==> src/rtl/wl_pkg.sv <==
package wl_pkg;
  // Per-block state encoding
  typedef logic [1:0] blk_st_t;
  localparam blk_st_t BS_FREE = 2'd0;
  localparam blk_st_t BS_DATA = 2'd1;
  localparam blk_st_t BS_BAD  = 2'd2;

  typedef enum logic [1:0] {
    CT_IDLE,
    CT_SCAN_ALLOC,
    CT_SCAN_CHECK,
    CT_GRANT
  } ctl_state_e;
endpackage

==> src/rtl/wl_entry.sv <==
module wl_entry
  import wl_pkg::*;
#(
  parameter int CNT_W = 12
) (
  input  logic             clk,
  input  logic             rst_n,
  input  logic             inc,
  input  logic             take,
  input  logic             free_it,
  input  logic             kill,
  output logic [CNT_W-1:0] cnt_o,
  output blk_st_t          st_o
);
  localparam logic [CNT_W-1:0] CNT_MAX = {CNT_W{1'b1}};

  always_ff @(posedge clk or negedge rst_n) begin
    if (!rst_n) begin
      cnt_o <= '0;
      st_o  <= BS_FREE;
    end else begin
      if (inc && cnt_o != CNT_MAX) cnt_o <= cnt_o + 1'b1;
      if (kill) begin
        st_o <= BS_BAD;
      end else if (st_o != BS_BAD) begin
        if (take)         st_o <= BS_DATA;
        else if (free_it) st_o <= BS_FREE;
      end
    end
  end

  // a full counter stays full
  a_r6_saturate: assert property (@(posedge clk) disable iff (!rst_n)
    cnt_o == CNT_MAX |=> cnt_o == CNT_MAX);

  // the counter only ever moves up by one
  a_r6_step_one: assert property (@(posedge clk) disable iff (!rst_n)
    cnt_o != $past(cnt_o) |-> cnt_o == $past(cnt_o) + 1'b1);

  // retirement is permanent
  a_r7_bad_sticky: assert property (@(posedge clk) disable iff (!rst_n)
    st_o == BS_BAD |=> st_o == BS_BAD);
endmodule

==> src/rtl/wl_scan.sv <==
module wl_scan
  import wl_pkg::*;
#(
  parameter int NUM_BLK = 32,
  parameter int CNT_W   = 12,
  parameter int IDX_W   = 5
) (
  input  logic                            clk,
  input  logic                            rst_n,
  input  logic                            start,
  input  logic [NUM_BLK-1:0][CNT_W-1:0]   cnt_all,
  input  logic [NUM_BLK-1:0][1:0]         st_all,
  output logic                            done,
  output logic                            has_free,
  output logic [IDX_W-1:0]                lo_free_idx,
  output logic [IDX_W-1:0]                hi_free_idx,
  output logic [CNT_W-1:0]                hi_free_cnt,
  output logic                            has_data,
  output logic [IDX_W-1:0]                lo_data_idx,
  output logic [CNT_W-1:0]                lo_data_cnt
);
  localparam logic [IDX_W-1:0] LAST = IDX_W'(NUM_BLK - 1);

  logic             running;
  logic [IDX_W-1:0] ptr;
  logic [CNT_W-1:0] lo_free_cnt;
  logic [CNT_W-1:0] cur_cnt;
  blk_st_t          cur_st;

  assign cur_cnt = cnt_all[ptr];
  assign cur_st  = st_all[ptr];

  always_ff @(posedge clk or negedge rst_n) begin
    if (!rst_n) begin
      running     <= 1'b0;
      ptr         <= '0;
      done        <= 1'b0;
      has_free    <= 1'b0;
      has_data    <= 1'b0;
      lo_free_idx <= '0;
      lo_free_cnt <= '0;
      hi_free_idx <= '0;
      hi_free_cnt <= '0;
      lo_data_idx <= '0;
      lo_data_cnt <= '0;
    end else begin
      done <= 1'b0;
      if (start && !running) begin
        running  <= 1'b1;
        ptr      <= '0;
        has_free <= 1'b0;
        has_data <= 1'b0;
      end else if (running) begin
        if (cur_st == BS_FREE) begin
          has_free <= 1'b1;
          if (!has_free || cur_cnt < lo_free_cnt) begin
            lo_free_idx <= ptr;
            lo_free_cnt <= cur_cnt;
          end
          if (!has_free || cur_cnt > hi_free_cnt) begin
            hi_free_idx <= ptr;
            hi_free_cnt <= cur_cnt;
          end
        end
        if (cur_st == BS_DATA) begin
          has_data <= 1'b1;
          if (!has_data || cur_cnt < lo_data_cnt) begin
            lo_data_idx <= ptr;
            lo_data_cnt <= cur_cnt;
          end
        end
        if (ptr == LAST) begin
          running <= 1'b0;
          done    <= 1'b1;
        end else begin
          ptr <= ptr + 1'b1;
        end
      end
    end
  end

  // a result is reported only at the close of a walk
  a_r2_done_ends_walk: assert property (@(posedge clk) disable iff (!rst_n)
    done |-> !running && $past(running));

  // the controller never restarts a walk in flight
  a_r11_start_when_quiet: assert property (@(posedge clk) disable iff (!rst_n)
    start |-> !running);
endmodule

==> src/rtl/wear_level_alloc.sv <==
module wear_level_alloc
  import wl_pkg::*;
#(
  parameter int NUM_BLK = 32,
  parameter int CNT_W   = 12
) (
  input  logic                       clk,
  input  logic                       rst_n,
  input  logic [CNT_W-1:0]           thresh,
  input  logic                       alloc_valid,
  output logic                       alloc_ready,
  output logic                       grant_valid,
  input  logic                       grant_ready,
  output logic [$clog2(NUM_BLK)-1:0] grant_idx,
  output logic                       grant_none,
  input  logic                       erase_stb,
  input  logic [$clog2(NUM_BLK)-1:0] erase_idx,
  input  logic                       bad_stb,
  input  logic [$clog2(NUM_BLK)-1:0] bad_idx,
  input  logic                       rel_stb,
  input  logic [$clog2(NUM_BLK)-1:0] rel_idx,
  output logic                       swap_valid,
  input  logic                       swap_ready,
  output logic [$clog2(NUM_BLK)-1:0] swap_cold_idx,
  output logic [$clog2(NUM_BLK)-1:0] swap_hot_idx,
  output logic                       busy
);
  localparam int IDX_W = $clog2(NUM_BLK);

  ctl_state_e                    state;
  logic [NUM_BLK-1:0][CNT_W-1:0] cnt_all;
  logic [NUM_BLK-1:0][1:0]       st_all;

  logic             scan_start, scan_done;
  logic             has_free, has_data;
  logic [IDX_W-1:0] lo_free_idx, hi_free_idx, lo_data_idx;
  logic [CNT_W-1:0] hi_free_cnt, lo_data_cnt;

  logic dirty, dirty_set, check_go;
  logic cand_stale, alloc_take, alloc_retry;
  logic swap_fire, swap_apply, trig;

  // ---------------- table ----------------
  for (genvar gi = 0; gi < NUM_BLK; gi++) begin : g_blk
    localparam logic [IDX_W-1:0] ME = IDX_W'(gi);
    logic hit_take, hit_free;
    assign hit_take = (alloc_take && lo_free_idx == ME) ||
                      (swap_apply && swap_hot_idx == ME);
    assign hit_free = (rel_stb && rel_idx == ME) ||
                      (swap_apply && swap_cold_idx == ME);
    wl_entry #(.CNT_W(CNT_W)) u_ent (
      .clk     (clk),
      .rst_n   (rst_n),
      .inc     (erase_stb && erase_idx == ME),
      .take    (hit_take),
      .free_it (hit_free),
      .kill    (bad_stb && bad_idx == ME),
      .cnt_o   (cnt_all[gi]),
      .st_o    (st_all[gi])
    );
  end

  // ---------------- walker ----------------
  wl_scan #(.NUM_BLK(NUM_BLK), .CNT_W(CNT_W), .IDX_W(IDX_W)) u_scan (
    .clk         (clk),
    .rst_n       (rst_n),
    .start       (scan_start),
    .cnt_all     (cnt_all),
    .st_all      (st_all),
    .done        (scan_done),
    .has_free    (has_free),
    .lo_free_idx (lo_free_idx),
    .hi_free_idx (hi_free_idx),
    .hi_free_cnt (hi_free_cnt),
    .has_data    (has_data),
    .lo_data_idx (lo_data_idx),
    .lo_data_cnt (lo_data_cnt)
  );

  // ---------------- control ----------------
  assign alloc_ready = (state == CT_IDLE);
  assign busy        = (state != CT_IDLE);

  // candidate must still be free and not retired on this very edge
  assign cand_stale  = (st_all[lo_free_idx] != BS_FREE) ||
                       (bad_stb && bad_idx == lo_free_idx);
  assign alloc_retry = (state == CT_SCAN_ALLOC) && scan_done && has_free && cand_stale;
  assign alloc_take  = (state == CT_SCAN_ALLOC) && scan_done && has_free && !cand_stale;
  assign check_go    = (state == CT_IDLE) && !alloc_valid && dirty;
  assign scan_start  = ((state == CT_IDLE) && (alloc_valid || dirty)) || alloc_retry;

  assign swap_fire  = swap_valid && swap_ready;
  assign swap_apply = swap_fire &&
                      st_all[swap_cold_idx] == BS_DATA &&
                      st_all[swap_hot_idx]  == BS_FREE &&
                      !(bad_stb && (bad_idx == swap_cold_idx || bad_idx == swap_hot_idx));

  assign trig = (state == CT_SCAN_CHECK) && scan_done && !swap_valid &&
                has_free && has_data && (hi_free_cnt > lo_data_cnt) &&
                ((hi_free_cnt - lo_data_cnt) > thresh);

  assign dirty_set = erase_stb || bad_stb || rel_stb || alloc_take || swap_fire;

  always_ff @(posedge clk or negedge rst_n) begin
    if (!rst_n) begin
      state         <= CT_IDLE;
      dirty         <= 1'b0;
      grant_valid   <= 1'b0;
      grant_idx     <= '0;
      grant_none    <= 1'b0;
      swap_valid    <= 1'b0;
      swap_cold_idx <= '0;
      swap_hot_idx  <= '0;
    end else begin
      if (dirty_set)     dirty <= 1'b1;
      else if (check_go) dirty <= 1'b0;

      case (state)
        CT_IDLE: begin
          if (alloc_valid) state <= CT_SCAN_ALLOC;
          else if (dirty)  state <= CT_SCAN_CHECK;
        end
        CT_SCAN_ALLOC: begin
          if (scan_done && !alloc_retry) begin
            state       <= CT_GRANT;
            grant_valid <= 1'b1;
            grant_none  <= !has_free;
            grant_idx   <= has_free ? lo_free_idx : '0;
          end
        end
        CT_SCAN_CHECK: begin
          if (scan_done) state <= CT_IDLE;
        end
        CT_GRANT: begin
          if (grant_ready) begin
            grant_valid <= 1'b0;
            state       <= CT_IDLE;
          end
        end
        default: state <= CT_IDLE;
      endcase

      if (swap_fire) begin
        swap_valid <= 1'b0;
      end else if (trig) begin
        swap_valid    <= 1'b1;
        swap_cold_idx <= lo_data_idx;
        swap_hot_idx  <= hi_free_idx;
      end
    end
  end

  // a fresh grant names a block that the table now holds as data
  a_r3_grant_taken: assert property (@(posedge clk) disable iff (!rst_n)
    $rose(grant_valid) && !grant_none |-> st_all[grant_idx] == BS_DATA);

  // a pending grant does not change until it is taken
  a_r5_grant_hold: assert property (@(posedge clk) disable iff (!rst_n)
    grant_valid && !grant_ready |=> grant_valid && $stable(grant_idx) && $stable(grant_none));

  // no request is accepted while a grant waits
  a_r5_ready_idle: assert property (@(posedge clk) disable iff (!rst_n)
    grant_valid |-> !alloc_ready);

  // a posted swap does not change until it is taken
  a_r10_swap_hold: assert property (@(posedge clk) disable iff (!rst_n)
    swap_valid && !swap_ready |=> swap_valid && $stable(swap_cold_idx) && $stable(swap_hot_idx));
endmodule

==> config.mk <==
export PLATFORM = sky130hd
export DESIGN_NAME = wear_level_alloc
export DESIGN_NICKNAME = d
export VERILOG_FILES = /design/src/rtl/wl_pkg.sv /design/src/rtl/wl_entry.sv /design/src/rtl/wl_scan.sv /design/src/rtl/wear_level_alloc.sv
export SDC_FILE = /design/constraint.sdc
export NUM_CORES = 1
export LEC_CHECK = 0
export ABC_CLOCK_PERIOD_IN_PS = 6600
export BUFFER_PORTS_ARGS = -buffer_cell sky130_fd_sc_hd__buf_2
export CAP_MARGIN = 10
export CORE_MARGIN = 3
export CORE_UTILIZATION = 30
export CTS_BUF_LIST = sky130_fd_sc_hd__clkbuf_4 sky130_fd_sc_hd__clkbuf_8 sky130_fd_sc_hd__clkbuf_16
export CTS_CLUSTER_SIZE = 24
export DETAILED_ROUTE_END_ITERATION = 8
export PLACE_DENSITY = 0.5
export SYNTH_ARGS = -nofsm -noshare
export SYNTH_HDL_FRONTEND = slang
export SYNTH_SLANG_ARGS = --single-unit
==> constraint.sdc <==
create_clock -name clk -period 6.6 [get_ports clk]
set_input_delay 0.33 -clock clk [delete_from_list [all_inputs] [get_ports clk]]
set_output_delay 0.33 -clock clk [all_outputs]
set_load 0.005 [all_outputs]
==> results of run 1 <==
[cell usage after synthesis, types with 23 or more instances]
library cell / instances / area, um^2
and3_1: 67 / 419
mux2_2: 81 / 912
ha_1: 92 / 1150
xnor2_1: 237 / 2080
nor2_1: 209 / 785
a31oi_1: 23 / 144
o21ai_0: 37 / 185
nand2_1: 299 / 1120
nand4_1: 104 / 651
inv_1: 84 / 315
nand2b_1: 41 / 257
clkbuf_1: 53 / 199
nor2b_1: 53 / 332
a21oi_1: 32 / 160
xor2_1: 139 / 1220
nor3_1: 42 / 210
nand3_1: 114 / 571
mux4_2: 165 / 3720
dfrtp_1: 529 / 13200
[layout by cell type (no fill, tap or decap), drive strengths merged, types with 11 or more instances in the layout]
| cell type | count |
|---|---|
| nor2 | 210 |
| a211o | 11 |
| o21ai | 40 |
| o311a | 17 |
| mux2 | 100 |
| nor3 | 42 |
| o211ai | 22 |
| clkbuf | 93 |
| dfrtp | 529 |
| and2 | 11 |
| nand3 | 114 |
| inv | 85 |
| a21oi | 32 |
| nand4 | 104 |
| nand2 | 300 |
| and3 | 67 |
| xor2 | 139 |
| buf | 96 |
| a21o | 21 |
| or3 | 13 |
| or2 | 15 |
| nor2b | 53 |
| xnor2 | 237 |
| nand2b | 41 |
| mux4 | 165 |
| a31oi | 24 |
| ha | 92 |
[critical path: stages (launching register included)]
cell	delay [ns]
dfrtp_4	0.97
buf_4	0.36
mux4_2	0.57
mux4_2	0.52
mux2_2	0.35
ha_1	0.22
a21o_1	0.18
a21oi_1	0.13
nor2b_1	0.06
o21ai_0	0.16
a211oi_1	0.09
a21oi_1	0.11
and3_1	0.70
mux2_2	0.42
[per-layer routing]
| metal | vias to the layer above | wire length (um) | global-route usage [%] |
|---|---|---|---|
| li1 | 9981 | - | - |
| met1 | 11000 | 41800 | 25.0 |
| met2 | 681 | 37700 | 25.0 |
| met3 | 152 | 5340 | 2.75 |
| met4 | 0 | 2080 | 4.34 |
| met5 | - | 0 | 0 |
[cell type report]
| class | instances | share of cell area, % |
|---|---|---|
| diodes | 3 | 0.0219 |
| clock inverters | 21 | 1.05 |
| repair buffers | 99 | 1.89 |
| well taps | 1287 | 4.69 |
| flip-flops and latches | 529 | 38.6 |
| multi-input cells | 2007 | 47.4 |
| inverters | 84 | 0.918 |
| clock buffers | 93 | 5.52 |
[logic make-up after synthesis]
logic type	Yosys count	synth area share (%)
AOI/OAI and AO/OA	262	6.54
xor gates and xnor gates	376	10.9
adders and majority gates	93	3.87
buffers and inverters	178	2.47
DFF	529	43.8
muxes	271	16.3
and+or+nand+nor	1005	16.1
[report_power, final]
part / switching (mW) / internal [mW]
registers: 0.601 / 3.54
clock network: 1.40 / 2.36
logic: 1.45 / 1.40
[flip-flops by register name, indices dropped and copies added (netlist names), 12 cells and up]
name	count
u_scan.hi_free_cnt	12
g_blk.u_ent.cnt_o	384
u_scan.lo_data_cnt	12
g_blk.u_ent.st_o	64
u_scan.lo_free_cnt	12
[per-stage QoR]
stage / area, um^2 / std cells
after detailed placement: 32100 / 4003
final: 34400 / 4123
after CTS: 34300 / 4120
after floorplan: 30200 / 2714
after global routing: 34300 / 4120
after global placement: 32100 / 4003
[repair_timing]
item / 4_1_cts / 5_1_grt
hold endpoints to repair: 82 / 0
setup buffers: 0 / 0
hold buffers: 3 / 0
[final timing paths]
kind / start / to / slack (ns) / depth (start not counted)
max: u_scan.ptr[0] / u_scan.lo_free_cnt[7] / 1.57 / 13
min: alloc_valid / state[0] / 0.04 / 3
max reg2reg: u_scan.ptr[0] / u_scan.lo_free_cnt[7] / 1.57 / 13
min reg2reg: grant_valid / grant_valid / 0.48 / 2
max in group asynchronous: rst_n / g_blk[3].u_ent.cnt_o[5] / 4.87 / 3
min in group asynchronous: rst_n / g_blk[30].u_ent.cnt_o[9] / 0.29 / 2
==> metrics.yaml, run 1 <==
cts_root_buffer: "clkbuf_16"
gp_congestion: 0.887
cts-resized-gates: 0
finalSetupViolCount: 0
cts_buffers: 61
hp-class: "input pin to flop"
cap_viol_max_count: 0
drv_slew: 0
clock-sinks: 529
synth-edff-count: 0
clk_pin_slew_ns: 0.06
fin_crit_ns: 5.03
core_area_mm2: 0.0991
grt_overflow: 0
portBuffers: 54
worstSetupEndpointType: "flop"
place_ws_ns: 1.45
grt_pass1_wl_mm: 135
cts_max_path_buffers: 3
slew-limit-headroom_pct: 22.0
rsz0062_at_grt: "false"
placementRows: 115
cellLeakagePower_nw: 15.0
die_w_um: 324
firstDrtPassIters: 5
async_flop_share_pct: 100
routed-via-count: 21900
die-area_mm2: 0.105
finalNetCount: 2910
critPathLaunchType: "flop"
syn_area_per_cell_um2: 11.1
yosys_register_bits: 529
syn-instance-count: 2714
ant_nets: 0
drt_iter0_markers: 1804
seqCellArea_mm2: 0.0132
worstPathArrival_ns: 5.54
synth_cell_type_count: 83
n_fill_cell: 9818
cts_tree: "done"
syn_area_mm2: 0.0302
holdWs_ns: 0.0382
dp_hpwl_mm: 64.0
drcViolationCount: 0
crit_type: "flop to flop"
syn2layout_area_growth_pct: 13.6
worstPathRequired_ns: 7.11
status: "complete, no violations"
peakVddDrop_mv: 0.194
wirelength_mm: 86.9
die_y_um: 324
drive_gt1_share_pct: 17.5
synth_ff_type: "dfrtp_1"
fmax_mhz: 199
grt_use_total_pct: 16.7
synth-seq-area-share_pct: 43.8
fin_util_pct: 34.7
tns_ns: 0
report.power.total_mw: 10.8
multi_input_area_mm2: 0.0163
skew_ns: 0.0224
cts.htree.levels: 2
setup_ws_ns: 1.57
min_period_over_period_pct: 76.2
grt_max_degree: 152
grt_pass1_vias: 21400
start_util_pct: 30.5
hold_viol: 0
antenna_found_initial: 4
clock_latency_ns: 0.64
ioPinCount: 55
wl_per_cell_um: 21.1
syn_nets: 2842
via_per_inst: 5.30
worst-path-max-fanout: 50
tightest_slew_ns: 1.17
ys_warn_count: 0
powerDensity_mw_per_mm2: 313
Power figures use the tool's default switching activity.
==> inputs of run 2 (changes only) <==
Settings changed: ABC_AREA set to 1, ABC_CLOCK_PERIOD_IN_PS 6600 to 5100.
Clock period 6.6 ns to 5.1 ns, I/O delays scaled along.
==> run 2 against run 1 <==
Effect of this change:
- sequential power grew 31%
- non-clock buffer count grew 16
- total power grew 75%
- die area grew 7.3%
- area after synthesis grew 7.4%
- global-route usage grew 2.6 points
- critical path type unchanged
- largest power group is now combinational cells
- highest routed layer unchanged
==> metrics.yaml, run 2 <==
cp_common_cell: "o21ai_0"
die_y_um: 335  # +3.6%
multi_input_area_mm2: 0.0167  # +2.6%
worstPathRequired_ns: 5.56  # -1.55 ns
top_register: "g_blk.u_ent.cnt_o"
tightest_slew_ns: 1.04  # -0.128 ns
p_comb_share_pct: 44.5  # +18 points
largest_register_ffs: 384  # unchanged
fin_crit_ns: 4.44  # -0.595 ns
syn_nets: 4355  # +53%
synth_commonest_cells: "nand2_1 (708), nor2_1 (606), dfrtp_1 (529)"
grt_overflow: 0  # unchanged
drive_gt1_share_pct: 6.75  # -11 points
status: "complete, no violations"
skew_ns: 0.0253  # +0.00285 ns
yosys.area_share.xor_xnor_pct: 9.65  # -1.2 points
hold_viol: 0  # unchanged
crit_chain: "inv_4, buf_12, buf_4, nor2_1, o21ai_0, o21ai_0, o22ai_1, nand2_1, o31ai_2, buf_4, ha_1, nand4_1, nor3_1, a21oi_1, o211ai_1, o21ai_0, nand2_1, nand2_2, nor2_1, a21oi_1"
synth_top_family_by_area: "simple AND/OR/NAND/NOR gates"
r2r_cells: 20  # +7
ioPinCount: 55  # unchanged
ys_warn_count: 0  # unchanged
syn_area_mm2: 0.0325  # +7.4%
synth-seq-area-share_pct: 40.8  # -3.0 points
drv_slew: 0  # unchanged
min_path_cells: 4  # +1
fmax_mhz: 225  # +13%
worst-path-max-fanout: 51  # +2.0%
synth_adder_area_share_pct: 3.61  # -0.27 points
stdcell_count: 5712  # +39%
wirelength_mm: 109  # +26%
internal_power_mw: 10.6  # +45%
routed-via-count: 29300  # +34%
crit_slowest_cell: "dfrtp_4"
synth_ff_type: "dfrtp_1"
min_period_over_period_pct: 87.0  # +11 points
hp-class: "input pin to flop"
setup_ws_ns: 0.665  # -0.905 ns
async_flop_share_pct: 100  # unchanged
p_sw_share_pct: 43.7  # +12 points
placementRows: 120  # +4.3%
cts_buffers: 66  # +8.2%
timing.critical_path.buf_inv: 4  # +3
slew-limit-headroom_pct: 30.6  # +8.7 points
cts_tree: "done"
drcViolationCount: 0  # unchanged
syn_area_per_cell_um2: 7.69  # -31%
finalSetupViolCount: 0  # unchanged
wl_met1_mm: 51.6  # +24%
cap_viol_max_count: 0  # unchanged
rsz0062_at_grt: "false"
power_frac_seq_pct: 28.8  # -9.7 points
die-area_mm2: 0.112  # +7.3%
die_w_um: 335  # +3.6%
power.switching_mw: 8.20  # +140%
powerDensity_mw_per_mm2: 511  # +63%
layout_commonest_cell: "nand2_1"
synth.mux.area_fraction_pct: 0.728  # -16 points
grt_max_degree: 140  # -7.9%
clock-sinks: 529  # unchanged
grt_pass1_vias: 28000  # +31%
worstSetupEndpointType: "flop"
start_util_pct: 30.3  # -0.21 points
synth_cell_type_count: 56  # -33%
grt_pass1_wl_mm: 170  # +25%
routed.top_layer: "met4"
reg_top3: "g_blk.u_ent.cnt_o: 384 flops, g_blk.u_ent.st_o: 64 flops"
cp_top_family: "simple AND/OR/NAND/NOR gates"
via_per_inst: 5.13  # -3.3%
cts_root_buffer: "clkbuf_16"
synth-edff-count: 0  # unchanged
finalNetCount: 4389  # +51%
critPathLaunchType: "flop"
yosys.area_share.simple_pct: 25.1  # +8.9 points
peakVddDrop_mv: 0.333  # +72%
postCtsSetupRepairBufs: 0  # unchanged
grt_use_total_pct: 19.3  # +2.6 points
clk_pin_slew_ns: 0.06  # about the same
worstPathArrival_ns: 4.89  # -0.65 ns
firstDrtPassIters: 5  # unchanged
cts-resized-gates: 0  # unchanged
n_fill_cell: 11400  # +17%
core_area_mm2: 0.107  # +8.1%
synth.top_cell.area_share_pct: 40.8  # -3.0 points
yosys_register_bits: 529  # unchanged
dp_hpwl_mm: 80.5  # +26%
clkPwrFrac_pct: 26.7  # -8.3 points
synth_area_leaders: "dfrtp_1 (41%), nand2_1 (8.2%), nor2_1 (7.0%)"
final_cell_mix: "nand2_1 (708), nor2_1 (606), dfrtp_1 (527)"
seqCellArea_mm2: 0.0132  # about the same
dp_cells: 5592  # +40%
clock_latency_ns: 0.61  # -0.03 ns
yosysTopAreaCell: "dfrtp_1"
portBuffers: 54  # unchanged
antenna_found_initial: 0  # -4
place_ws_ns: 0.729  # -0.718 ns
synth.most_common_cell: "nand2_1"
cts.htree.levels: 3  # +1
ant_nets: 0  # unchanged
slowest_delay_ns: 0.60  # -0.37 ns
cellLeakagePower_nw: 17.9  # +20%
crit_type: "flop to flop"
drt_iter0_markers: 2793  # +55%
diodes: 0  # -3
cts_max_path_buffers: 3  # unchanged
synth-compound-area-share_pct: 12.3  # +5.8 points
wl_met3_mm: 6.39  # +20%
syn-instance-count: 4227  # +56%
path_depth: 20  # +7
tns_ns: 0  # unchanged
gp_congestion: 0.950  # +7.1%
syn2layout_area_growth_pct: 12.9
wl_per_cell_um: 19.1  # -9.1%
met2_length_mm: 48.0  # +27%
[run 2: final cells by class]
type,count,area share (%)
Tap cell,1403,4.79
Clock buffer,98,5.54
Inverter,485,4.97
Multi-Input combinational cell,3064,45.5
Sequential cell,529,36.1
Clock inverter,18,0.778
Timing Repair Buffer,115,2.31
[run 2: timing repair]
item	in CTS	in global routing
hold endpoints to repair	84	0
setup endpoints to repair	0	0
hold buffers	4	0
[run 2: worst paths after layout]
| kind | start | to | slack (ns) |
|---|---|---|---|
| max | u_scan.ptr[0] | u_scan.hi_free_cnt[3] | 0.66 |
| min | swap_ready | swap_valid | 0.02 |
| max reg2reg | u_scan.ptr[0] | u_scan.hi_free_cnt[3] | 0.66 |
| min reg2reg | g_blk[17].u_ent.cnt_o[11] | g_blk[17].u_ent.cnt_o[11] | 0.46 |
| max in group asynchronous | rst_n | u_scan.ptr[1] | 3.40 |
| min in group asynchronous | rst_n | u_scan.hi_free_cnt[5] | 0.27 |
[run 2: cells by family (layout without fill, tap and decap cells)]
group,count (synthesis),after routing
xor gates and xnor gates,358,358
buffers and inverters,634,716
muxes,22,22
AOI/OAI and AO/OA,695,695
DFF,529,529
and+or+nand+nor,1896,1896
adders and majority gates,93,93
[run 2: through the flow]
stage               hold WS [ns]  util (%)  instance area, um^2  total power [mW]
floorplan                -0.0406         -                32500              10.8
global placement           0.364      32.0                34300              13.7
CTS                      0.00198      34.2                36700              18.8
global route              0.0514      34.2                36700              20.1
detailed placement         0.366      32.0                34300              13.7
finish                    0.0213      34.2                36700              18.8
[run 2: power groups by stage]
stage | combinational, mW | clock (mW) | sequential (mW)
finish | 8.35 | 5.00 | 5.41
global placement | 8.18 | 0 | 5.47
global route | 9.31 | 5.30 | 5.48
CTS | 8.30 | 5.14 | 5.40
detailed placement | 8.25 | 0 | 5.47
floorplan | 5.55 | 0 | 5.20
[run 2: per-layer routing]
| layer | vias up | GRT usage, % |
|---|---|---|
| met4 | 0 | 6.12 |
| li1 | 14100 | - |
| met2 | 949 | 30.1 |
| met5 | - | 0 |
| met1 | 14100 | 27.4 |
| met3 | 199 | 2.73 |
[run 2: tightest hold or removal path, delay by kind of cell]
kind,cells,cell delay [ns]
and+or+nand+nor,3,0.26
buffers and inverters,1,0.07
==> inputs of run 3 (changes only) <==
Settings changed: HOLD_SLACK_MARGIN set to 0.1, SLEW_MARGIN set to 10.
==> run 3 against run 2 <==
Effect of this change:
- clock skew is 0.0029 ns lower
- wire length hardly changed
- global-route usage hardly changed
- via count hardly changed
- critical path depth stayed put
- highest routed layer unchanged
- utilization hardly changed
- cell area is 0.14% higher
- maximum frequency is 0.41% lower
==> metrics.yaml, run 3 (synthesis gave the netlist of run 2 again) <==
status: "complete, no violations"
syn2layout_area_growth_pct: 13.1
ioPinCount: 55  # unchanged
cp_common_cell: "o21ai_0"
wl_per_cell_um: 19.1  # about the same
crit_type: "flop to flop"
cap_viol_max_count: 0  # unchanged
cp-startpoint: "u_scan.ptr[0]"
die-area_mm2: 0.112  # unchanged
ant_nets: 0  # unchanged
r2r_cells: 20  # unchanged
multi_input_area_mm2: 0.0167  # unchanged
grt_use_total_pct: 19.3  # about the same
skew_ns: 0.0224  # -0.00289 ns
start_util_pct: 30.3  # unchanged
placementRows: 120  # unchanged
cts.htree.levels: 3  # unchanged
r2r_start: "u_scan.ptr[0]"
grt_max_degree: 140  # unchanged
cts_root_buffer: "clkbuf_16"
slew-limit-headroom_pct: 31.4  # +0.75 points
cp_top_family: "simple AND/OR/NAND/NOR gates"
cts_buffers: 66  # unchanged
top_register: "g_blk.u_ent.cnt_o"
fmax_mhz: 225  # -0.41%
met2_length_mm: 47.9  # about the same
n_fill_cell: 11400  # -0.052%
crit_slowest_cell: "dfrtp_4"
worst-path-max-fanout: 51  # unchanged
slowest_delay_ns: 0.60  # about the same
routed-via-count: 29300  # +0.051%
largest_register_ffs: 384  # unchanged
drv_slew: 0  # unchanged
drcViolationCount: 0  # unchanged
die_y_um: 335  # unchanged
finalSetupViolCount: 0  # unchanged
cts_max_path_buffers: 3  # unchanged
cts_tree: "done"
fin_crit_ns: 4.45  # +0.0183 ns
wl_met1_mm: 51.3  # -0.56%
drt_iter0_markers: 2651  # -5.1%
clk_pin_slew_ns: 0.06  # about the same
min_period_over_period_pct: 87.3  # +0.36 points
gp_congestion: 0.950  # unchanged
peakVddDrop_mv: 0.332  # -0.19%
grt_pass1_wl_mm: 170  # about the same
antenna_found_initial: 0  # unchanged
seqCellArea_mm2: 0.0132  # unchanged
grt_pass1_vias: 28100  # +0.032%
fin_util_pct: 34.3  # +0.047 points
finalNetCount: 4394  # +0.11%
crit_chain: "inv_4, buf_12, buf_4, nor2_1, o21ai_0, o21ai_0, o22ai_1, nand2_1, o31ai_2, buf_4, ha_1, nand4_1, nor3_1, a21oi_1, o211ai_1, o21ai_0, nand2_1, nand2_2, nor2_1, a21oi_1"
clock-sinks: 529  # unchanged
reg_top3: "g_blk.u_ent.cnt_o: 384 flops, g_blk.u_ent.st_o: 64 flops"
wirelength_mm: 109  # about the same
worstPathRequired_ns: 5.56  # about the same
diodes: 0  # unchanged
layout_commonest_cell: "nand2_1"
hp-class: "input pin to flop"
hold_viol: 0  # unchanged
rsz0062_at_grt: "false"
clock_latency_ns: 0.61  # about the same
tightest_slew_ns: 1.03  # -0.0112 ns
firstDrtPassIters: 6  # +1
powerDensity_mw_per_mm2: 510  # -0.23%
drive_gt1_share_pct: 6.75  # -0.0078 points
path_depth: 20  # unchanged
portBuffers: 54  # unchanged
routed.top_layer: "met4"
wl_met3_mm: 6.61  # +3.5%
cellLeakagePower_nw: 17.9  # +0.11%
dp_hpwl_mm: 80.5  # unchanged
cts-resized-gates: 0  # unchanged
dp_cells: 5592  # unchanged
final_cell_mix: "nand2_1 (708), nor2_1 (606), dfrtp_1 (527)"
timing.critical_path.buf_inv: 4  # unchanged
die_w_um: 335  # unchanged
stdcell_count: 5717  # +0.088%
core_area_mm2: 0.107  # unchanged
via_per_inst: 5.12  # about the same
reg2reg_to: "u_scan.hi_free_cnt[4]"
tns_ns: 0  # unchanged
critPathLaunchType: "flop"
worstPathArrival_ns: 4.91  # +0.02 ns
critPathCapture: "u_scan.hi_free_cnt[4]"
worstSetupEndpointType: "flop"
r2r_slack_ns: 0.65  # -0.02 ns
grt_overflow: 0  # unchanged
==> run 3: worst register-to-register path: stages (launching register included) <==
cell and delay (ns):
dfrtp_4 0.60, inv_4 0.21, buf_12 0.24, buf_4 0.28, nor2_1 0.06, o21ai_0 0.16
o21ai_0 0.11, o22ai_1 0.43, nand2_1 0.17, o31ai_2 0.17, buf_4 0.25, ha_1 0.15
nand4_1 0.15, nor3_1 0.24, a21oi_1 0.10, o211ai_1 0.11, o21ai_0 0.14, nand2_1 0.09
nand2_2 0.37, nor2_1 0.23, a21oi_1 0.06
==> run 3: through the flow <==
step / hold slack [ns] / total power, mW / cell area [um^2] / setup WS [ns]
4_1_cts: 0.133 / 18.8 / 36700 / 0.681
6_report: 0.163 / 18.7 / 36700 / 0.646
2_1_floorplan: -0.0406 / 10.8 / 32500 / 1.67
5_1_grt: 0.200 / 20.1 / 36700 / 0.332
3_5_place_dp: 0.366 / 13.7 / 34300 / 0.729
3_3_place_gp: 0.364 / 13.7 / 34300 / 0.844
==> run 3: layout make-up <==
class	instances	share of cell area, %
flip-flops and latches	529	36.1
repair buffers	120	2.45
clock inverters	18	0.777
clock buffers	98	5.53
inverters	485	4.96
multi-input cells	3064	45.4
well taps	1403	4.78
==> run 3: what timing repair did <==
| item | 4_1_cts | 5_1_grt |
|---|---|---|
| buffers inserted | 0 | 0 |
| endpoints found under the hold margin | 87 | 0 |
| hold buffers | 9 | 0 |
==> run 3: report_power, final <==
group,switching (mW),internal [mW]
clock network,1.89,3.11
logic,5.65,2.69
registers,0.641,4.76
==> run 3: how the worst min path moves through the flow <==
stage                     startpoint  cells after the start  slack [ns]                      end
after global routing      bad_idx[1]                      4        0.20  g_blk[31].u_ent.st_o[0]
after global placement         rst_n                      1        0.36   u_scan.hi_free_cnt[11]
final                     rel_idx[0]                      5        0.16  g_blk[18].u_ent.st_o[1]
after detailed placement       rst_n                      1        0.37   u_scan.hi_free_cnt[11]
after CTS                 rel_idx[0]                      5        0.13  g_blk[18].u_ent.st_o[1]
after floorplan                rst_n                      0       -0.04                    dirty
==> run 3: layer usage <==
metal / up-vias / GRT usage [%]
met1: 14000 / 27.4
li1: 14100 / -
met4: 0 / 6.12
met5: - / 0
met2: 970 / 30.1
met3: 212 / 2.73
